File: src/rtl/pfd_pkg.sv
package pfd_pkg;

    typedef enum logic [1:0] {
        ST_RELEASED = 2'b00,
        ST_PUMP_UP  = 2'b01,
        ST_PUMP_DN  = 2'b10
    } pfd_state_e;

    typedef struct packed {
        logic en;
        logic val;
        logic lock;
    } pfd_drive_t;

endpackage

File: src/rtl/pfd_edge_sync.sv
module pfd_edge_sync #(
    parameter int CHANNELS = 2,
    parameter int STAGES   = 2
) (
    input  logic                clk,
    input  logic                rst,
    input  logic [CHANNELS-1:0] din,
    output logic [CHANNELS-1:0] rise
);
    localparam int LAST = STAGES - 1;

    for (genvar g = 0; g < CHANNELS; g++) begin : g_chan
        logic [STAGES-1:0] stg;
        logic              seen;

        always_ff @(posedge clk) begin
            if (rst) begin
                stg  <= '0;
                seen <= 1'b0;
            end else begin
                stg[0] <= din[g];
                for (int k = 1; k < STAGES; k++) begin
                    stg[k] <= stg[k-1];
                end
                seen <= stg[LAST];
            end
        end

        assign rise[g] = stg[LAST] & ~seen;
    end

endmodule

File: src/rtl/pfd_state_ctl.sv
module pfd_state_ctl
    import pfd_pkg::*;
(
    input  logic       clk,
    input  logic       rst,
    input  logic       a_rise,
    input  logic       b_rise,
    output pfd_state_e state
);
    pfd_state_e nxt;
    logic [1:0] ev;

    assign ev = {a_rise, b_rise};

    always_ff @(posedge clk) begin
        if (rst) begin
            state <= ST_RELEASED;
        end else begin
            state <= nxt;
        end
    end

    always_comb begin
        nxt = state;
        unique case (state)
            ST_RELEASED: begin
                if (ev == 2'b10)      nxt = ST_PUMP_UP;   // LEAD_A
                else if (ev == 2'b01) nxt = ST_PUMP_DN;   // LEAD_B
                else                  nxt = ST_RELEASED;  // TIE or idle
            end
            ST_PUMP_UP: begin
                if (b_rise)           nxt = ST_RELEASED;  // CATCH_B or TIE
                else                  nxt = ST_PUMP_UP;   // EXTRA_A or idle
            end
            ST_PUMP_DN: begin
                if (a_rise)           nxt = ST_RELEASED;  // CATCH_A or TIE
                else                  nxt = ST_PUMP_DN;   // EXTRA_B or idle
            end
            default:                  nxt = ST_RELEASED;
        endcase
    end

endmodule

File: src/rtl/pfd_drive_enc.sv
module pfd_drive_enc
    import pfd_pkg::*;
(
    input  pfd_state_e state,
    output pfd_drive_t drv
);
    always_comb begin
        unique case (state)
            ST_PUMP_UP: drv = '{en: 1'b1, val: 1'b1, lock: 1'b0};
            ST_PUMP_DN: drv = '{en: 1'b1, val: 1'b0, lock: 1'b0};
            default:    drv = '{en: 1'b0, val: 1'b0, lock: 1'b1};
        endcase
    end

endmodule

File: src/rtl/edge_phase_cmp.sv
module edge_phase_cmp
    import pfd_pkg::*;
#(
    parameter int SYNC_STAGES = 2
) (
    input  logic clk,
    input  logic rst,
    input  logic sig_a,
    input  logic sig_b,
    output logic drive_val,
    output logic drive_en,
    output logic lock_det
);
    localparam int NCH = 2;

    logic [NCH-1:0] rise_vec;
    logic           a_rise;
    logic           b_rise;
    pfd_state_e     state;
    pfd_drive_t     drv;

    pfd_edge_sync #(
        .CHANNELS (NCH),
        .STAGES   (SYNC_STAGES)
    ) u_sync (
        .clk  (clk),
        .rst  (rst),
        .din  ({sig_b, sig_a}),
        .rise (rise_vec)
    );

    assign a_rise = rise_vec[0];
    assign b_rise = rise_vec[1];

    pfd_state_ctl u_ctl (
        .clk    (clk),
        .rst    (rst),
        .a_rise (a_rise),
        .b_rise (b_rise),
        .state  (state)
    );

    pfd_drive_enc u_enc (
        .state (state),
        .drv   (drv)
    );

    assign drive_en  = drv.en;
    assign drive_val = drv.val;
    assign lock_det  = drv.lock;

endmodule

File: config.mk
export PLATFORM = sky130hd
export DESIGN_NAME = edge_phase_cmp
export DESIGN_NICKNAME = d
export VERILOG_FILES = /design/src/rtl/pfd_pkg.sv /design/src/rtl/pfd_edge_sync.sv /design/src/rtl/pfd_state_ctl.sv /design/src/rtl/pfd_drive_enc.sv /design/src/rtl/edge_phase_cmp.sv
export SDC_FILE = /design/constraint.sdc
export NUM_CORES = 1
export LEC_CHECK = 0
export BUFFER_PORTS_ARGS = -buffer_cell sky130_fd_sc_hd__buf_2
export CAP_MARGIN = 20
export CORE_AREA = 2 2 39 41
export CTS_CLUSTER_DIAMETER = 100
export DETAILED_ROUTE_END_ITERATION = 12
export DIE_AREA = 0 0 41 43
export GPL_ROUTABILITY_DRIVEN = 0
export PLACE_DENSITY_LB_ADDON = 0.3
export SYNTH_ARGS = -nofsm -noshare
export SYNTH_HDL_FRONTEND = slang
export SYNTH_SLANG_ARGS = --single-unit
File: constraint.sdc
create_clock -name clk -period 1.18 [get_ports clk]
set_input_delay 0.059 -clock clk [delete_from_list [all_inputs] [get_ports clk]]
set_output_delay 0.059 -clock clk [all_outputs]
set_load 0.01 [all_outputs]
; ---- After elaboration in Yosys (flattened, before gate mapping)
; Index checks and enable logic that the tools add are counted.
; Widths: inputs -> output; s select.
[totals]
register_bits = 8
in_bits = 4
output_inout_bits = 3
elab_cells = 20
[classes]
n_eq_ne = 4
muxes = 6
bitwise = 4
reduce_logical = 1
[op_table]
columns = op, count
row1 = $mux 2, 3
row2 = $pmux 2 s3, 1
row3 = $pmux 3 s2, 1
row4 = $eq 2x1->1 const B, 2
row5 = $eq 2x2->1 const B, 2
row6 = $and 1x1->1, 2
row7 = $logic_not 2->1, 1
row8 = $not 1->1, 2
row9 = $mux 1, 1

; ---- Logic depth before layout (Yosys ltp)
; Gate-level depths: netlist of run 1.
[depth]
depth_word = 6
ltp_mapped = 4
ltp_nobuf = 4

; ---- Modules after synthesis
; From an unflattened synthesis of run 1, not the netlist that was laid out.
[hier_totals]
cells_unflattened = 23
hier_area_um2 = 250.2
[modules_own_cells]
columns = mod, instances, cells_each, area_each_um2, seq_area_each_um2
row1 = pfd_edge_sync, 1, 14, 170.2, 120.1
row2 = pfd_state_ctl, 1, 6, 60.1, 40.0
row3 = pfd_drive_enc, 1, 3, 20.0, 0.0

; ---- Worst setup path after synthesis of run 1
; Ideal clock, no wire load.
[synth_timing]
path_type = register to register
start = reg u_ctl.state[0]
end = reg u_ctl.state[0]
setup_time_ns = 0.103
arrival_ns = 0.938
required_ns = 1.077
setup_slack_ns = 0.139
stages_incl_launch_ff = 5
synth_period_minus_slack_ns = 1.041
path_cell_list = dfxtp_1 inv_1 ha_1 nand3b_1 a2111oi_2
[synth_via]
elab_chain_cells = 2
word_cells_on_any_way = 4
[synth_rtl]
columns = element, line_no
row1 = from (decl), pfd_state_ctl.sv:8  ; output pfd_state_e state
row2 = from (signal assigned), pfd_state_ctl.sv:19  ; state <= nxt;
row3 = "$eq 2x2->1, or another cell as far along", pfd_state_ctl.sv:25  ; unique case (state)
row4 = $pmux 2 s3 *, pfd_state_ctl.sv:25
; Every way passes the cells marked *; elsewhere a longest branch is shown, timed or not.
; A chain may end at the register's enable or synchronous reset.

; ---- Final worst setup path of run 1
[layout_timing]
start = reg u_ctl.state[1]
end = out lock_det
[layout_via]
elab_chain_cells = 2
word_cells_on_any_way = 3
[layout_rtl]
columns = element, line_no
row1 = $eq 2x2->1 / $eq 2x1->1 (equally long branches), pfd_drive_enc.sv:8  ; unique case (state)
row2 = $pmux 3 s2 *, pfd_drive_enc.sv:8
row3 = to (decl), edge_phase_cmp.sv:12  ; output logic lock_det
; Marked as above.

==> out/results.tsv, run 1 <==
stage	metric	value	unit
run_status	status	finished, final reports clean	
floorplan	Die Ht	43	µm
power_and_ir_drop	Sw Pwr	117	µW
floorplan	row count	14	
clock_tree	H-tree lvl count	1	
worst_setup_path	CP Max Fanout	3	
power_and_ir_drop	cell area power density	1280	mW/mm²
worst_setup_path	Worst path top cell family by delay	flip-flops	
sta	setup TNS	0	ps
synth	Cell variety after synth	7	
sta	Fmax achieved	896	MHz
final_layout	non-filler cells in the finished layout	56	
synth	Yosys top cell area share	49.0	%
placement	worst slack, placed	41.0	ps
synth	Syn. warnings	0	
sta	Slew Limit Headroom	82.9	%
power_and_ir_drop	Clk pwr share	36.3	%
floorplan	I/O pin count	7	
synth	Synth Flop Type	dfxtp_1	
power_and_ir_drop	leakage	0.000185	µW
sta	Fin Hold WS	23.6	ps
sta	Setup Skew	1.08	ps
synth	mean post-synth cell area	11.3	µm²
power_and_ir_drop	Comb pwr share	11.2	%
sta	final hold violations	0	
floorplan	Starting Density	23.6	%
sta	Tcrit/Tclk final	94.6	%
worst_setup_path	slowest stage cell, crit path	dfxtp_2	
detailed_routing	Via density	3.88	
worst_setup_path	Critical Path Max Stage Delay	340	ps
global_route	number of global-route vias before repair	213	
synth	most common cell in the synthesized netlist	dfxtp_1	
detailed_routing	WL per Instance	8.95	µm
clock_tree	Worst-Skew Late Latency	240	ps
sta	final setup fails	0	
clock_tree	clock slew at reported path FFs	50	ps
detailed_routing	antenna-violating nets left	0	
final_layout	Net count, final	50	
synth	Post-synth EDFFs	0	
worst_setup_path	CP Cell Sequence	inv_2 > ha_4 > inv_1 > buf_2	
synth	Synth Instances	29	
floorplan	area of the core	0.00138	mm²
worst_setup_path	Critical Path AT	1060	ps
sta	Worst Max-Slew Pin Slew	255	ps
detailed_routing	DRC violations left	0	
final_layout	ant diodes	0	
detailed_routing	vias	217	
floorplan	die footprint	0.00176	mm²
hold_path	min-delay worst type	in2reg	
clock_tree	root buffer cell	clkbuf_4	
synth	Netlist Area Pre-Place	327	µm²
placement	I/O Buffers	6	
power_and_ir_drop	Max IR drop VDD	0.407	mV
sta	Slew Viols, Final	0	
final_layout	share of cells above drive strength 1	45.0	%
global_route	global-route wire length before repair	786	µm
worst_setup_path	CP Capture Type	output pin	
synth	Seq cells post-synth	8	
flow_run	Max Cap Violations	0	
sta	minimum clock period	1120	ps
synth	register area share after synthesis	49.0	%
synth	syn_nets	37	
worst_setup_path	worst reg2reg startpoint	u_ctl.state[1]	
floorplan	Die W	41	µm
synth	dominant cell type by area after synthesis	dfxtp_1	
clock_tree	clk sinks	8	
final_layout	Area growth, synth to finish	31.4	%
placement	Placed Instances	51	
global_route	initial antenna violation count	0	
detailed_routing	DR iter-0 viols	0	
power_and_ir_drop	design internal power	431	µW
power_and_ir_drop	sw frac	21.4	%
worst_setup_path	type of the worst setup path	reg2out	
clock_tree	CTS tree	yes	
detailed_routing	Routed WL	501	µm
hold_path	Hold Crit Start	sig_b	
clock_tree	clock buffer depth	2	
power_and_ir_drop	total power	549	µW
worst_setup_path	Buf+Inv Stages, Crit Path	3	
worst_setup_path	Worst EP required	1120	ps
worst_setup_path	CP Launch Type	flop	
clock_tree	CTS Buf Count	3	
worst_setup_path	CP Launch Point	u_ctl.state[1]	
synth	Post-synth ARST share	0	%
detailed_routing	1st-pass router iterations	1	
power_and_ir_drop	sequential power share	52.5	%
placement	HPWL after detailed placement	325	µm
synth	commonest cells in the netlist	8 x dfxtp_1, 6 x nor2b_1, 5 x inv_1	
global_route	remaining global-route overflow	0	
global_route	largest net degree at the start of global routing	9	
global_route	Total GRT Usage	7.35	%
synth	ranking of synthesized cells by area	dfxtp_1 49%, ha_1 15%, nor2b_1 11%, a2111oi_2 9.2%, inv_1 5.7%	
sta	post-route setup slack	64.1	ps
## sequential cells by signal, indices dropped and copies added, names as in the netlist
signal and flops:
u_ctl.state 2, u_sync.g_chan.seen 2, u_sync.g_chan.stg 4
## layout by cell type, fill, tap and decap left out, drive strengths merged
cell     n
buf      8
dfxtp    8
nor2b    6
inv      5
ha       4
clkbuf   3
nand3b   2
and2b    2
a2111oi  2
## final timing paths
check,endpoint,slack [ps],cells past startpoint
max,lock_det,60,4
min,u_sync.g_chan[1].stg[0],20,2
max reg2reg,u_ctl.state[0],100,4
min reg2reg,u_sync.g_chan[1].stg[1],430,1
## worst reg2reg max path, cell delays in order, from the launching register on
cell and delay (ps):
dfxtp_2 330, inv_2 70, ha_4 130, nand3b_1 90, a2111oi_2 340
## stage by stage
stage          util, %  area [µm²]
5_1_grt           31.0         429
3_5_place_dp      27.2         377
4_1_cts           29.6         409
6_report          31.0         429
3_3_place_gp      27.2         377
2_1_floorplan        -         327
## layer usage
metal	vias to the layer above	part of all wire [%]	GRT usage, %
met5	-	0	0
li1	116	-	-
met4	0	0	10.0
met1	94	46	7.79
met2	7	47	8.75
met3	0	6.4	3.14
## layout make-up
type	count	area (µm²)
fill	148	955
sequential	8	163
tap	16	20.0
inverter	5	18.8
multi-input combinational	16	160
clock buffer	3	22.5
timing repair buffer	8	45.0
## power groups by stage
stage          Combinational (µW)  Clock [µW]  Sequential, µW
6_report                     61.4         199             288
5_1_grt                      70.1         234             289
4_1_cts                      53.2         216             288
3_5_place_dp                 49.4           0             293
3_3_place_gp                 49.5           0             293
2_1_floorplan                31.9           0             292
## cells by family after synthesis
| family | share of synthesized area, % |
|---|---|
| flops | 49.0 |
| compound gates | 9.20 |
| buf+inv | 5.75 |
| fa+ha+maj | 15.3 |
| simple gates | 20.7 |
## repair_timing
action                                  4_1_cts  5_1_grt
buffers inserted                              1        1
endpoints found under the setup margin        2        4
hold endpoints to repair                      0        0
pin swaps                                     0        1
hold buffers                                  0        0
resized for setup                             2        3
(Power assumes the default switching activity.)
==> inputs of run 2 (changes only) <==
--- a/config.mk
+++ b/config.mk
@@ -7,6 +7,8 @@
 export LEC_CHECK = 0
 export BUFFER_PORTS_ARGS = -buffer_cell sky130_fd_sc_hd__buf_2
 export CAP_MARGIN = 20
+export CELL_PAD_IN_SITES_DETAIL_PLACEMENT = 1
+export CELL_PAD_IN_SITES_GLOBAL_PLACEMENT = 1
 export CORE_AREA = 2 2 39 41
 export CTS_CLUSTER_DIAMETER = 100
 export DETAILED_ROUTE_END_ITERATION = 12
@@ -15,4 +17,5 @@
 export PLACE_DENSITY_LB_ADDON = 0.3
 export SYNTH_ARGS = -nofsm -noshare
 export SYNTH_HDL_FRONTEND = slang
+export SYNTH_HIERARCHICAL = 1
 export SYNTH_SLANG_ARGS = --single-unit
==> out/results.tsv, run 2 <==
stage	metric	value	unit	change
detailed_routing	WL per Instance	8.35	µm	was 8.95 µm
sta	setup TNS	0	ps	unchanged
worst_setup_path	slowest stage cell, crit path	dfxtp_2		unchanged
worst_setup_path	Buf+Inv Stages, Crit Path	3		unchanged
final_layout	non-filler cells in the finished layout	48		was 56
clock_tree	H-tree lvl count	1		unchanged
floorplan	I/O pin count	7		unchanged
global_route	number of global-route vias before repair	157		was 213
synth	register area share after synthesis	64.0	%	was 49.0%
placement	I/O Buffers	6		unchanged
detailed_routing	Routed WL	401	µm	was 501 µm
clock_tree	Worst-Skew Late Latency	240	ps	about the same
sta	Worst Max-Slew Pin Slew	210	ps	was 255 ps
floorplan	die footprint	0.00176	mm²	unchanged
detailed_routing	DR iter-0 viols	1		was 0
worst_setup_path	CP Capture Type	output pin		unchanged
synth	Netlist Area Pre-Place	250	µm²	was 327 µm²
synth	mean post-synth cell area	10.9	µm²	was 11.3 µm²
sta	post-route setup slack	62.4	ps	was 64.1 ps
synth	Synth Flop Type	dfxtp_1		unchanged
synth	dominant cell type by area after synthesis	dfxtp_1		unchanged
hold_path	min-delay worst type	in2reg		unchanged
floorplan	area of the core	0.00138	mm²	unchanged
power_and_ir_drop	leakage	0.000147	µW	was 0.000185 µW
detailed_routing	vias	184		was 217
worst_setup_path	Worst path top cell family by delay	flip-flops		unchanged
synth	Post-synth EDFFs	0		unchanged
synth	commonest cells in the netlist	8 x dfxtp_1, 8 x nor2b_1, 2 x inv_1, 2 x nor2_1, 2 x nor4_1		was 8 x dfxtp_1, 6 x nor2b_1, 5 x inv_1
worst_setup_path	CP Max Fanout	3		unchanged
worst_setup_path	Worst EP required	1120	ps	about the same
sta	Slew Viols, Final	0		unchanged
final_layout	max reg flops	4		unchanged
floorplan	row count	14		unchanged
synth	Post-synth ARST share	0	%	unchanged
clock_tree	clock buffer depth	2		unchanged
final_layout	most common cell after layout, fill and taps aside	nor2b_1		
flow_run	Max Cap Violations	0		unchanged
synth	Cell variety after synth	6		was 7
clock_tree	clock slew at reported path FFs	50	ps	about the same
global_route	largest net degree at the start of global routing	9		unchanged
final_layout	Net count, final	39		was 50
power_and_ir_drop	cell area power density	1560	mW/mm²	was 1280 mW/mm²
final_layout	ant diodes	0		unchanged
sta	Slew Limit Headroom	85.9	%	was 82.9%
global_route	remaining global-route overflow	0		unchanged
synth	Yosys top cell area share	64.0	%	was 49.0%
worst_setup_path	type of the worst setup path	reg2out		unchanged
clock_tree	CTS Buf Count	3		unchanged
power_and_ir_drop	Max IR drop VDD	0.451	mV	was 0.407 mV
final_layout	most frequent cells in the layout	8 x nor2b_1, 7 x dfxtp_1, 6 x buf_2		was 6 x nor2b_1, 6 x buf_2, 6 x dfxtp_1
run_status	status	finished, final reports clean		unchanged
floorplan	Starting Density	18.1	%	was 23.6%
floorplan	Die W	41	µm	unchanged
global_route	global-route wire length before repair	586	µm	was 786 µm
synth	syn_nets	28		was 37
sta	setup repair after global routing missed its margin	false		
sta	Tcrit/Tclk final	94.7	%	was 94.6%
sta	Setup Skew	1.10	ps	was 1.08 ps
synth	Seq cells post-synth	8		unchanged
final_layout	share of cells above drive strength 1	34.4	%	was 45.0%
clock_tree	CTS tree	yes		unchanged
sta	Fmax achieved	895	MHz	was 896 MHz
detailed_routing	Via density	3.83		was 3.88
sta	final setup fails	0		unchanged
final_layout	biggest regs	u_sync/g_chan.stg: 4 flops, u_ctl/state: 2 flops, u_sync/g_chan.seen: 2 flops		was u_sync.g_chan.stg: 4 flops, u_ctl.state: 2 flops, u_sync.g_chan.seen: 2 flops
placement	worst slack, placed	272	ps	was 41.0 ps
worst_setup_path	CP Cell Sequence	inv_1 > ha_4 > inv_1 > buf_2		was inv_2 > ha_4 > inv_1 > buf_2
clock_tree	root buffer cell	clkbuf_4		unchanged
synth	Synth Instances	23		was 29
sta	final hold violations	0		unchanged
global_route	initial antenna violation count	0		unchanged
global_route	Total GRT Usage	5.85	%	was 7.35%
worst_setup_path	Critical Path Max Stage Delay	330	ps	was 340 ps
placement	placed cell area	300	µm²	was 377 µm²
final_layout	Reg with most FFs	u_sync/g_chan.stg		was u_sync.g_chan.stg
detailed_routing	DRC violations left	0		unchanged
synth	ranking of synthesized cells by area	dfxtp_1 64%, nor2b_1 20%, ha_1 5.0%, nor4_1 5.0%, inv_1 3.0%		was dfxtp_1 49%, ha_1 15%, nor2b_1 11%, a2111oi_2 9.2%, inv_1 5.7%
detailed_routing	1st-pass router iterations	2		was 1
clock_tree	Post-CTS Setup Inserts	0		was 1
worst_setup_path	Critical Path AT	1060	ps	about the same
placement	HPWL after detailed placement	277	µm	was 325 µm
placement	Placed Instances	45		was 51
worst_setup_path	most used cell along the critical path	inv_1		
synth	Syn. warnings	6		was 0
sta	minimum clock period	1120	ps	about the same
final_layout	post-route cell area	337	µm²	was 429 µm²
detailed_routing	antenna-violating nets left	0		unchanged
final_layout	Area growth, synth to finish	34.5	%	was 31.4%
clock_tree	clk sinks	8		unchanged
worst_setup_path	CP Launch Type	flop		unchanged
floorplan	Die Ht	43	µm	unchanged
## run 2: final timing paths
check | startpoint | cells past startpoint | slack (ps) | to
hold reg to reg | u_ctl/state[1] | 1 | 430 | u_ctl/state[0]
hold / removal | sig_b | 2 | 30 | u_sync/g_chan[1].stg[0]
setup / recovery | u_ctl/state[1] | 4 | 60 | drive_en
setup reg to reg | u_sync/g_chan[0].stg[1] | 3 | 400 | u_ctl/state[0]
## run 2: cell type report
class / count / area, µm²
multi-input combinational: 13 / 95.1
timing repair buffer: 6 / 30.0
tap: 16 / 20.0
fill: 162 / 1050
clock buffer: 3 / 22.5
sequential: 8 / 161
inverter: 2 / 7.51
## run 2: power by group
| group | total (µW) | internal [µW] | switching [µW] |
|---|---|---|---|
| sequential | 288 | 283 | 5.12 |
| combinational | 40.8 | 21.0 | 19.8 |
| clock | 197 | 116 | 81.4 |
## run 2: metal layers
| metal | global-route usage [%] | routed length, µm |
|---|---|---|
| met5 | 0 | 0 |
| met1 | 6.19 | 160 |
| met2 | 5.63 | 208 |
| met4 | 8.00 | 4 |
| met3 | 4.71 | 27 |
## run 2: per-stage QoR
step	hold WS, ps	power (µW)	util, %
4_1_cts	18.9	539	23.4
2_1_floorplan	131	313	-
3_3_place_gp	274	328	21.7
6_report	25.7	525	24.3
5_1_grt	39.9	559	24.3
3_5_place_dp	282	331	21.7
## run 2: cells by family (layout without fill, tap and decap cells)
group / after synthesis / after routing / share of synthesized area (%)
simple gates: 12 / 12 / 28.0
fa+ha+maj: 1 / 1 / 5.00
flops: 8 / 8 / 64.0
buf+inv: 2 / 11 / 3.00
## run 2: repair_timing
action,CTS,global route
setup endpoints to repair,1,1
hold endpoints to repair,0,0
resized for setup,1,1
hold buffers,0,0
